==> src/rtl/cgt_pkg.sv <==
package cgt_pkg;

  typedef enum logic [2:0] {
    ST_IDLE = 3'd0,
    ST_ADDR = 3'd1,
    ST_GRP  = 3'd2,
    ST_DATA = 3'd3,
    ST_SKIP = 3'd4
  } cgt_state_e;

  // Safe reset value of group k: MSB set, low bits carry the index.
  function automatic logic [7:0] grp_default(input int unsigned k);
    return 8'h80 | 8'(k);
  endfunction

endpackage

==> src/rtl/cgt_line_sync.sv <==
module cgt_line_sync #(
  parameter int SYNC_STAGES = 2
) (
  input  logic clk,
  input  logic rst_n,
  input  logic scl_i,
  input  logic sda_i,
  output logic scl_lvl,
  output logic scl_rise,
  output logic scl_fall,
  output logic sda_lvl,
  output logic start_det,
  output logic stop_det
);

  // SDA gets one extra stage so a data change made at the SCL fall
  // is always seen after the fall, never as a START or STOP.
  localparam int SDA_LEN = SYNC_STAGES + 1;

  logic [SYNC_STAGES-1:0] scl_chain_q, scl_chain_n;
  logic [SDA_LEN-1:0]     sda_chain_q, sda_chain_n;
  logic                   scl_prev_q, sda_prev_q;

  always_comb begin
    scl_chain_n = {scl_chain_q[SYNC_STAGES-2:0], scl_i};
    sda_chain_n = {sda_chain_q[SDA_LEN-2:0], sda_i};
  end

  always_ff @(posedge clk or negedge rst_n) begin
    if (!rst_n) begin
      scl_chain_q <= '1;
      sda_chain_q <= '1;
      scl_prev_q  <= 1'b1;
      sda_prev_q  <= 1'b1;
    end else begin
      scl_chain_q <= scl_chain_n;
      sda_chain_q <= sda_chain_n;
      scl_prev_q  <= scl_lvl;
      sda_prev_q  <= sda_lvl;
    end
  end

  assign scl_lvl   = scl_chain_q[SYNC_STAGES-1];
  assign sda_lvl   = sda_chain_q[SDA_LEN-1];
  assign scl_rise  = scl_lvl & ~scl_prev_q;
  assign scl_fall  = ~scl_lvl & scl_prev_q;
  assign start_det = scl_lvl & scl_prev_q & sda_prev_q & ~sda_lvl;
  assign stop_det  = scl_lvl & scl_prev_q & ~sda_prev_q & sda_lvl;

endmodule

==> src/rtl/cgt_proto_fsm.sv <==
module cgt_proto_fsm
  import cgt_pkg::*;
#(
  parameter logic [6:0] DEV_ADDR = 7'b1001000,
  parameter int         NGRP     = 8,
  parameter int         GRP_BASE = 1,
  parameter int         IDX_W    = 3
) (
  input  logic             clk,
  input  logic             rst_n,
  input  logic             scl_lvl,
  input  logic             scl_rise,
  input  logic             scl_fall,
  input  logic             sda_lvl,
  input  logic             start_det,
  input  logic             stop_det,
  output logic             sda_oe,
  output logic             wr_en,
  output logic [IDX_W-1:0] wr_idx,
  output logic [7:0]       wr_data
);

  localparam int         PTR_W     = $clog2(NGRP + 1);
  localparam logic [7:0] ADDR_BYTE = {DEV_ADDR, 1'b0};
  localparam logic [7:0] GRP_LO    = 8'(GRP_BASE);
  localparam logic [7:0] GRP_HI    = 8'(GRP_BASE + NGRP - 1);
  localparam logic [3:0] CNT_EVAL  = 4'd8;
  localparam logic [3:0] CNT_ACK   = 4'd9;

  cgt_state_e       state_q, state_n;
  logic [3:0]       cnt_q, cnt_n;
  logic [7:0]       shift_q, shift_n;
  logic [PTR_W-1:0] ptr_q, ptr_n;
  logic             oe_q, oe_n;
  logic             wr_en_q, wr_en_n;
  logic [IDX_W-1:0] wr_idx_q, wr_idx_n;
  logic [7:0]       wr_data_q, wr_data_n;
  logic             in_xfer;

  assign in_xfer = (state_q == ST_ADDR) || (state_q == ST_GRP) ||
                   (state_q == ST_DATA);

  always_comb begin
    state_n   = state_q;
    cnt_n     = cnt_q;
    shift_n   = shift_q;
    ptr_n     = ptr_q;
    oe_n      = oe_q;
    wr_en_n   = 1'b0;
    wr_idx_n  = wr_idx_q;
    wr_data_n = wr_data_q;

    if (start_det) begin
      state_n = ST_ADDR;
      cnt_n   = 4'd0;
      oe_n    = 1'b0;
    end else if (stop_det) begin
      state_n = ST_IDLE;
      cnt_n   = 4'd0;
      oe_n    = 1'b0;
    end else if (in_xfer) begin
      if (scl_rise && (cnt_q < CNT_EVAL)) begin
        shift_n = {shift_q[6:0], sda_lvl};
        cnt_n   = cnt_q + 4'd1;
      end else if (scl_fall && (cnt_q == CNT_EVAL)) begin
        cnt_n = CNT_ACK;
        case (state_q)
          ST_ADDR: begin
            if (shift_q == ADDR_BYTE) begin
              oe_n    = 1'b1;
              state_n = ST_GRP;
            end else begin
              state_n = ST_SKIP;
            end
          end
          ST_GRP: begin
            if ((shift_q >= GRP_LO) && (shift_q <= GRP_HI)) begin
              oe_n    = 1'b1;
              ptr_n   = PTR_W'(shift_q - GRP_LO);
              state_n = ST_DATA;
            end else begin
              state_n = ST_SKIP;
            end
          end
          ST_DATA: begin
            if (ptr_q < PTR_W'(NGRP)) begin
              oe_n      = 1'b1;
              wr_en_n   = 1'b1;
              wr_idx_n  = IDX_W'(ptr_q);
              wr_data_n = shift_q;
              ptr_n     = ptr_q + PTR_W'(1);
            end else begin
              state_n = ST_SKIP;
            end
          end
          default: state_n = ST_SKIP;
        endcase
      end else if (scl_fall && (cnt_q == CNT_ACK)) begin
        cnt_n = 4'd0;
        oe_n  = 1'b0;
      end
    end
  end

  always_ff @(posedge clk or negedge rst_n) begin
    if (!rst_n) begin
      state_q   <= ST_IDLE;
      cnt_q     <= 4'd0;
      shift_q   <= 8'h00;
      ptr_q     <= '0;
      oe_q      <= 1'b0;
      wr_en_q   <= 1'b0;
      wr_idx_q  <= '0;
      wr_data_q <= 8'h00;
    end else begin
      state_q   <= state_n;
      cnt_q     <= cnt_n;
      shift_q   <= shift_n;
      ptr_q     <= ptr_n;
      oe_q      <= oe_n;
      wr_en_q   <= wr_en_n;
      wr_idx_q  <= wr_idx_n;
      wr_data_q <= wr_data_n;
    end
  end

  assign sda_oe  = oe_q;
  assign wr_en   = wr_en_q;
  assign wr_idx  = wr_idx_q;
  assign wr_data = wr_data_q;

  AST_OE_RISE_SCL_LOW: assert property (@(posedge clk) disable iff (!rst_n)
    $rose(oe_q) |-> !scl_lvl);

  AST_STOP_RELEASE: assert property (@(posedge clk) disable iff (!rst_n)
    stop_det |=> !oe_q);

  AST_SKIP_SILENT: assert property (@(posedge clk) disable iff (!rst_n)
    (state_q == ST_SKIP) && !start_det |=> !oe_q && !wr_en_q);

  AST_WR_IDX_RANGE: assert property (@(posedge clk) disable iff (!rst_n)
    wr_en_q |-> (int'(wr_idx_q) < NGRP));

endmodule

==> src/rtl/cgt_grp_bank.sv <==
module cgt_grp_bank
  import cgt_pkg::*;
#(
  parameter int NGRP  = 8,
  parameter int IDX_W = 3
) (
  input  logic              clk,
  input  logic              rst_n,
  input  logic              wr_en,
  input  logic [IDX_W-1:0]  wr_idx,
  input  logic [7:0]        wr_data,
  output logic [NGRP*8-1:0] regs_o,
  output logic [NGRP-1:0]   upd_o
);

  for (genvar g = 0; g < NGRP; g++) begin : g_grp
    logic [7:0] val_q;
    logic       load;
    logic       upd_q;

    assign load = wr_en && (wr_idx == IDX_W'(g));

    always_ff @(posedge clk or negedge rst_n) begin
      if (!rst_n) begin
        val_q <= grp_default(g);
      end else if (load) begin
        val_q <= wr_data;
      end
    end

    always_ff @(posedge clk or negedge rst_n) begin
      if (!rst_n) begin
        upd_q <= 1'b0;
      end else begin
        upd_q <= load;
      end
    end

    assign regs_o[g*8 +: 8] = val_q;
    assign upd_o[g]         = upd_q;
  end

  AST_UPD_ONEHOT: assert property (@(posedge clk) disable iff (!rst_n)
    $onehot0(upd_o));

endmodule

==> src/rtl/ctrl_grp_i2c_target.sv <==
module ctrl_grp_i2c_target #(
  parameter logic [6:0] DEV_ADDR    = 7'b1001000,
  parameter int         NGRP        = 8,
  parameter int         GRP_BASE    = 1,
  parameter int         SYNC_STAGES = 2
) (
  input  logic              clk,
  input  logic              rst_n,
  input  logic              scl_i,
  input  logic              sda_i,
  output logic              sda_oe_o,
  output logic [NGRP*8-1:0] grp_regs_o,
  output logic [NGRP-1:0]   grp_upd_o
);

  localparam int IDX_W = (NGRP > 1) ? $clog2(NGRP) : 1;

  logic             scl_lvl, scl_rise, scl_fall, sda_lvl;
  logic             start_det, stop_det;
  logic             wr_en;
  logic [IDX_W-1:0] wr_idx;
  logic [7:0]       wr_data;

  cgt_line_sync #(
    .SYNC_STAGES (SYNC_STAGES)
  ) sync_i (
    .clk       (clk),
    .rst_n     (rst_n),
    .scl_i     (scl_i),
    .sda_i     (sda_i),
    .scl_lvl   (scl_lvl),
    .scl_rise  (scl_rise),
    .scl_fall  (scl_fall),
    .sda_lvl   (sda_lvl),
    .start_det (start_det),
    .stop_det  (stop_det)
  );

  cgt_proto_fsm #(
    .DEV_ADDR (DEV_ADDR),
    .NGRP     (NGRP),
    .GRP_BASE (GRP_BASE),
    .IDX_W    (IDX_W)
  ) fsm_i (
    .clk       (clk),
    .rst_n     (rst_n),
    .scl_lvl   (scl_lvl),
    .scl_rise  (scl_rise),
    .scl_fall  (scl_fall),
    .sda_lvl   (sda_lvl),
    .start_det (start_det),
    .stop_det  (stop_det),
    .sda_oe    (sda_oe_o),
    .wr_en     (wr_en),
    .wr_idx    (wr_idx),
    .wr_data   (wr_data)
  );

  cgt_grp_bank #(
    .NGRP  (NGRP),
    .IDX_W (IDX_W)
  ) bank_i (
    .clk     (clk),
    .rst_n   (rst_n),
    .wr_en   (wr_en),
    .wr_idx  (wr_idx),
    .wr_data (wr_data),
    .regs_o  (grp_regs_o),
    .upd_o   (grp_upd_o)
  );

  for (genvar g = 0; g < NGRP; g++) begin : g_chk
    AST_COMMIT_VISIBLE: assert property (@(posedge clk) disable iff (!rst_n)
      wr_en && (wr_idx == IDX_W'(g)) |=>
        grp_upd_o[g] && (grp_regs_o[g*8 +: 8] == $past(wr_data)));
  end

endmodule

==> config.mk <==
export PLATFORM = sky130hd
export DESIGN_NAME = ctrl_grp_i2c_target
export DESIGN_NICKNAME = d
export VERILOG_FILES = /design/src/rtl/cgt_pkg.sv /design/src/rtl/cgt_line_sync.sv /design/src/rtl/cgt_proto_fsm.sv /design/src/rtl/cgt_grp_bank.sv /design/src/rtl/ctrl_grp_i2c_target.sv
export SDC_FILE = /design/constraint.sdc
export NUM_CORES = 1
export LEC_CHECK = 0
export BUFFER_PORTS_ARGS = -buffer_cell sky130_fd_sc_hd__buf_2
export CORE_ASPECT_RATIO = 1.1
export CORE_MARGIN = 10
export CORE_UTILIZATION = 55
export DETAILED_ROUTE_END_ITERATION = 12
export PLACE_DENSITY_LB_ADDON = 0.1
export SLEW_MARGIN = 20
export SYNTH_ARGS = -nofsm -noshare
export SYNTH_HDL_FRONTEND = slang
export SYNTH_HIERARCHICAL = 1
export SYNTH_SLANG_ARGS = --single-unit
==> constraint.sdc <==
create_clock -name clk -period 2.7 [get_ports clk]
set_input_delay 0.27 -clock clk [delete_from_list [all_inputs] [get_ports clk]]
set_output_delay 0.27 -clock clk [all_outputs]
set_load 0.02 [all_outputs]
After elaboration in Yosys (flattened, before gate mapping). Index checks and enable logic that the tools add are counted. Widths: inputs -> output; s select.

Output and inout bits: 73. Register bits: 111. Bits in latches: 0. Memory bits (read-only): 0. Memories: 0. Input bits: 4. RAM bits: 0. Word-level logic and storage cells: 131.

Multiplexer cells: 35. Add/subtract/negate cells: 3. Bitwise gates (word level): 14. Div/mod/pow operators: 0. Magnitude comparators: 4. Reduce and logical (&&, ||, !) cells: 26. $mul: 0. Shift operators: 0. Eq/ne operators: 21.

Operators with widths (count): $mux 4 (8); $mux 3 (8); $mux 1 (16); $ne 5x3->1 const B (3); $reduce_and 7->1 (2); $eq 3x2->1 const B (4); $eq 3x3->1 const B (4); $logic_and 1x1->1 (12); $pmux 3 s3 (1); $add 4x1->4 const B (2); $eq 4x4->1 const B (2); $eq 8x8->1 const B (1); $ge 8x1->1 const B (1); $le 8x4->1 const B (1); $lt 4x4->1 const B (2); $pmux 4 s2 (1); $reduce_and 4->1 (2); $reduce_and 8->1 (1); $and 1x1->1 (7); $not 1->1 (7); $eq 3x1->1 const B (2); $ne 6x1->1 const B (1); $reduce_bool 3->1 (2); $reduce_bool 5->1 (1); 10 further kinds (12).

Logic depth before layout (Yosys ltp).
Depth in word-level cells: 9. Gate-level depth with buffers: 7. Gate-level depth less buffers: 6.

Modules after synthesis. Netlist, hierarchy kept.

By module, submodules not included: cgt_grp_bank (cells each 163, area an instance 2750.1 sq um, times used 1, sequential area each 1826.8 sq um); cgt_proto_fsm (cells each 154, area an instance 1736.7 sq um, times used 1, sequential area each 800.8 sq um); cgt_line_sync (cells each 11, area an instance 216.5 sq um, times used 1, sequential area each 183.9 sq um).

Least setup slack after synthesis. OpenSTA, ideal clock, no wires.

Path type: register to register. From: register sync_i.sda_prev_q. To: register fsm_i.wr_data_q[6] (netlist: fsm_i/wr_data[6]). Stages on the path, launching flop included: 6. Setup slack: 800 ps. Data arrival time: 1773 ps. Required time: 2572 ps. Path buffers: 1. Path through: dfstp_2 and4b_1 nor2_1 nand4_1 buf_2 mux2_1.

Longest elaborated chain between the ends: 5. Elaborated cells on any way between the ends: 8. Classes of those cells: 7 x bitwise; 1 x reduce/logical.

Ends and longest elaborated chain: from (decl) (line cgt_line_sync.sv:22) `logic scl_prev_q, sda_prev_q;`; from (signal assigned) (line cgt_line_sync.sv:39) `sda_prev_q <= sda_lvl;`; $not 1->1 (line cgt_line_sync.sv:48) `assign stop_det = scl_lvl & scl_prev_q & ~sda_prev_q & sda_lvl;`; $and 1x1->1 (2 in a row) (line cgt_line_sync.sv:48); net stop_det (line ctrl_grp_i2c_target.sv:19) `logic start_det, stop_det;`; $not 1->1 (no line); $reduce_and 7->1 (no line); to (signal assigned) (line cgt_proto_fsm.sv:123) `wr_data_q <= wr_data_n;`; to (decl) (line cgt_proto_fsm.sv:37) `logic [7:0] wr_data_q, wr_data_n;`.

The timed path passes the listed nets, and every way through them passes these cells. A chain may end at the register's enable or synchronous reset.

Worst setup path in the final report.
From: register sync_i.sda_chain_q[2]. To: register fsm_i.ptr_q[0].

Longest elaborated chain between the ends: 4. Elaborated cells on any way between the ends: 6. Classes of those cells: 5 x bitwise; 1 x reduce/logical.

Ends and longest elaborated chain: from (decl) (line cgt_line_sync.sv:21) `logic [SDA_LEN-1:0] sda_chain_q, sda_chain_n;`; from (signal assigned) (line cgt_line_sync.sv:37) `sda_chain_q <= sda_chain_n;`; $not 1->1 (line cgt_line_sync.sv:47) `assign start_det = scl_lvl & scl_prev_q & sda_prev_q & ~sda_lvl;`; $and 1x1->1 (line cgt_line_sync.sv:47); net start_det (line ctrl_grp_i2c_target.sv:19); $not 1->1 (no line); $reduce_and 8->1 (no line); to (signal assigned) (line cgt_proto_fsm.sv:119) `ptr_q <= ptr_n;`; to (decl) (line cgt_proto_fsm.sv:33) `logic [PTR_W-1:0] ptr_q, ptr_n;`.

The timed path passes the listed nets, and every way through them passes these cells.

==> run summary <==
## Outcome
• completed — result of the run

## Synth
• 44.69% — area share of the largest cell type after synthesis
• 100.0% — Async SR Flop Fraction
• sky130_fd_sc_hd__dfrtp_1 45%, sky130_fd_sc_hd__mux2_2 17%, sky130_fd_sc_hd__dfstp_2 15% — biggest area contributors in the synthesized netlist
• 6 — count of warnings emitted by yosys
• 0 — EDFF count, synth
• sky130_fd_sc_hd__dfrtp_1 — area leader, netlist
• sky130_fd_sc_hd__dfrtp_1 — most common cell in the synthesized netlist
• 59.78% — sequential share of the synthesized area
• 84 x sky130_fd_sc_hd__dfrtp_1, 70 x sky130_fd_sc_hd__mux2_2, 27 x sky130_fd_sc_hd__dfstp_2 — top cells by instance count after synthesis
• 53 — distinct cell type count of the synthesized netlist
• 339 — Syn Nets
• sky130_fd_sc_hd__dfrtp_1 — commonest register cell after synthesis
• 14.34 um2 — mean instance size in the synthesized netlist
• 4703 um2 — Post-Synthesis Cell Area
• 111 — count of state elements after synthesis
• 328 — Cells after Synth

## STA
• 0 — count of endpoints failing hold in the final timing report
• 483.7 MHz — maximum frequency from static timing analysis
• 0.5917 ns — worst slew pin tran
• 0 — Pins Over Slew Limit
• false — unrepaired setup endpoints after global routing
• 2.067 ns — Period minus WS final
• 60.55% — relative slew slack
• 0 — Final Setup Violations
• 0.01115 ns — Post-Route Skew
• 76.56% — share of the cycle needed by the critical path after routing
• 0 ns — setup total negative slack
• 0.3653 ns — final hold slack

## Routing
• 102 — iteration-0 DRC count of the detailed router
• 0 — post-route antenna net violation count
• 5.441 — via/cell ratio
• 9505 um — total wire length
• 0 — Remaining DRCs
• 2824 — overall via count from detail_route
• 4 — length of the first detailed-routing pass in iterations
• 18.31 um — Routed wire per std cell

## Critical path
• fsm_i/ptr_q[0] — worst setup path endpoint
• sky130_fd_sc_hd__dfstp_2 — Slowest cell on crit path
• flip-flop — type of element launching the critical path
• sync_i/sda_chain_q[2] — launch point of the critical path
• 0 — Bufs and invs on worst path
• 5 — number of cells on the worst reg-to-reg path
• fsm_i/ptr_q[0] — Crit Reg-Reg Endpoint
• sync_i/sda_chain_q[2] — critical register-to-register path startpoint
• 2.96 ns — Crit path required time
• and4b_1 > or2_2 > nor3_2 > o211ai_2 > mux2_4 — ordered list of cells on the worst path
• flip-flop — endpoint type of the worst setup path
• 5 — number of logic stages on the critical path including buffering
• 5 — largest fanout on the critical path
• flip-flop to flip-flop — class of the most critical setup path
• simple AND/OR/NAND/NOR gates — family with the most delay on the worst path
• 0.58 ns — Worst path max stage delay
• 0.63 ns — R2R Setup Slk
• 2.33 ns — data arrival time of the critical path

## CTS
• 3 — H-tree level count
• 9 — cts bufs inserted
• 2 — clock buffer depth
• 0.10 ns — Clock transition at path regs
• 111 — clock net sink count
• sky130_fd_sc_hd__clkbuf_8 — Clock Root Buffer
• 0.37 ns — worst skew pair latency
• 0 — post-CTS setup repair buffer count
• built — clock tree from TritonCTS

## Placement
• 0.8741 — final estimated routing congestion in global placement
• 6691 um — DPL Wire Length
• 500 — number of cells after detailed placement
• 76 — count of port buffers added during placement

## Floorplanning
• 56.23% — starting density of the core
• 12650 um2 — total die area
• 77 — num ports
• 35 — Std-Cell Rows
• 117.0 um — y dimension of the die
• 8364 um2 — core region area
• 108.2 um — Die Width

## Finish
• 50.74% — proportion of layout cells with a drive suffix above 1
• 414 — nets@finish
• 0 — antenna diode count
• 14.39% — Syn-to-layout area delta
• 519 — non-filler cells, final

## GRT
• 112 — largest net degree at the start of global routing
• 15.77% — global routing usage summed across all routing layers
• 0 — initial antenna violation count
• 2940 — vias in the first global route
• 15640 um — wire length of the first global-routing pass
• 0 — total congestion overflow after global routing

## Min path
• flip-flop to flip-flop — worst min path class
• 0 — worst hold path stage count

## Pwr
• 0.003166 W — total power of the final layout
• 2.790 nW — leakage component of the power
• 270.1 uV — Max VDD drop
• 588.5 nW/um2 — total power per unit cell area

## Flow run
• 0 — max capacitance violation total

cells by family after synthesis:
| kind of cell | after synthesis | synth area share [%] |
|---|---|---|
| XOR/XNOR | 3 | 0.5588 |
| AO/OA/AOI/OAI | 33 | 5.241 |
| buffers and inverters | 33 | 3.644 |
| adder cells (fa/ha/maj) | 7 | 1.862 |
| flip-flops | 111 | 59.78 |
| multiplexers | 87 | 20.78 |
| AND/OR/NAND/NOR | 54 | 8.140 |
sequential cells by signal, indices dropped and copies added (netlist names), 2 cells and up:
register,flops
bank_i/g_grp.upd_q,8
bank_i/g_grp.val_q,64
fsm_i/cnt_q,4
fsm_i/ptr_q,4
fsm_i/shift_q,8
fsm_i/state_q,3
fsm_i/wr_data,8
fsm_i/wr_idx,3
sync_i/scl_chain_q,2
sync_i/sda_chain_q,3
area by class of cell:
cell class | count | area [um2]
clock buffer | 11 | 141.4
fill | 655 | 2984
sequential | 111 | 2811
inverter | 11 | 41.29
timing repair buffer | 86 | 478.0
tap | 111 | 138.9
clock inverter | 5 | 42.54
multi-input combinational | 184 | 1727
repair_timing:
action / in CTS / in global routing
resized for setup: 0 / 0
endpoints found under the hold margin: 57 / 0
hold buffers: 3 / 0
metal layers:
metal,share of wire [%],wire [um],track usage (%)
met4,1.3,121,5.882
met3,6.3,597,3.505
met1,43,4058,19.41
met2,50,4727,26.53
met5,0,0,0
metrics by stage:
stage / area (um2) / utilization [%] / setup WS (ns)
2_1_floorplan: 4703 / - / 0.7995
3_3_place_gp: 5166 / 61.77 / 0.6994
3_5_place_dp: 5166 / 61.77 / 0.6501
4_1_cts: 5380 / 64.32 / 0.6238
5_1_grt: 5380 / 64.32 / 0.4879
6_report: 5380 / 64.32 / 0.6328
placed cells by master, fill, tap and decap left out, types with 2 or more instances in the layout:
cell	count
sky130_fd_sc_hd__a31oi_1	2
sky130_fd_sc_hd__o21ai_0	2
sky130_fd_sc_hd__dlygate4sd3_1	3
sky130_fd_sc_hd__nand4b_1	5
sky130_fd_sc_hd__dfrtp_1	84
sky130_fd_sc_hd__a2bb2oi_1	2
sky130_fd_sc_hd__clkbuf_8	10
sky130_fd_sc_hd__and4b_1	3
sky130_fd_sc_hd__nand4_1	4
sky130_fd_sc_hd__buf_2	75
sky130_fd_sc_hd__a21oi_1	6
sky130_fd_sc_hd__inv_1	11
sky130_fd_sc_hd__nand3_1	6
sky130_fd_sc_hd__o21ai_1	7
sky130_fd_sc_hd__clkinvlp_4	3
sky130_fd_sc_hd__mux2_2	70
sky130_fd_sc_hd__mux2_1	11
sky130_fd_sc_hd__nor2_1	4
sky130_fd_sc_hd__nand2b_1	4
sky130_fd_sc_hd__o21bai_1	2
sky130_fd_sc_hd__ha_1	7
sky130_fd_sc_hd__nor2b_1	4
sky130_fd_sc_hd__mux2i_1	5
sky130_fd_sc_hd__dfstp_2	27
sky130_fd_sc_hd__nand2_1	8
sky130_fd_sc_hd__buf_4	7
sky130_fd_sc_hd__xor2_1	3
sky130_fd_sc_hd__nor4bb_1	2
sky130_fd_sc_hd__a211oi_1	2
worst register-to-register path, cell delays in order, from the launching register on:
cell,delay [ns]
sky130_fd_sc_hd__dfstp_2,0.58
sky130_fd_sc_hd__and4b_1,0.23
sky130_fd_sc_hd__or2_2,0.34
sky130_fd_sc_hd__nor3_2,0.30
sky130_fd_sc_hd__o211ai_2,0.19
sky130_fd_sc_hd__mux2_4,0.33
where the power goes:
part           internal, W  leakage [nW]  switching [W]
Combinational     0.000186          1.26       0.000221
Clock             0.000369        0.0837       0.000557
Sequential         0.00173          1.44       0.000107
Total              0.00228          2.79       0.000884
worst min-delay path by stage:
stage                           from               endpoint
2_1_floorplan                  rst_n  bank_i/g_grp[0].upd_q
3_3_place_gp   sync_i/sda_chain_q[0]  sync_i/sda_chain_q[1]
3_5_place_dp   sync_i/sda_chain_q[0]  sync_i/sda_chain_q[1]
4_1_cts        sync_i/sda_chain_q[0]  sync_i/sda_chain_q[1]
5_1_grt        sync_i/sda_chain_q[0]  sync_i/sda_chain_q[1]
6_report       sync_i/sda_chain_q[0]  sync_i/sda_chain_q[1]
Power figures use the tool's default switching activity.
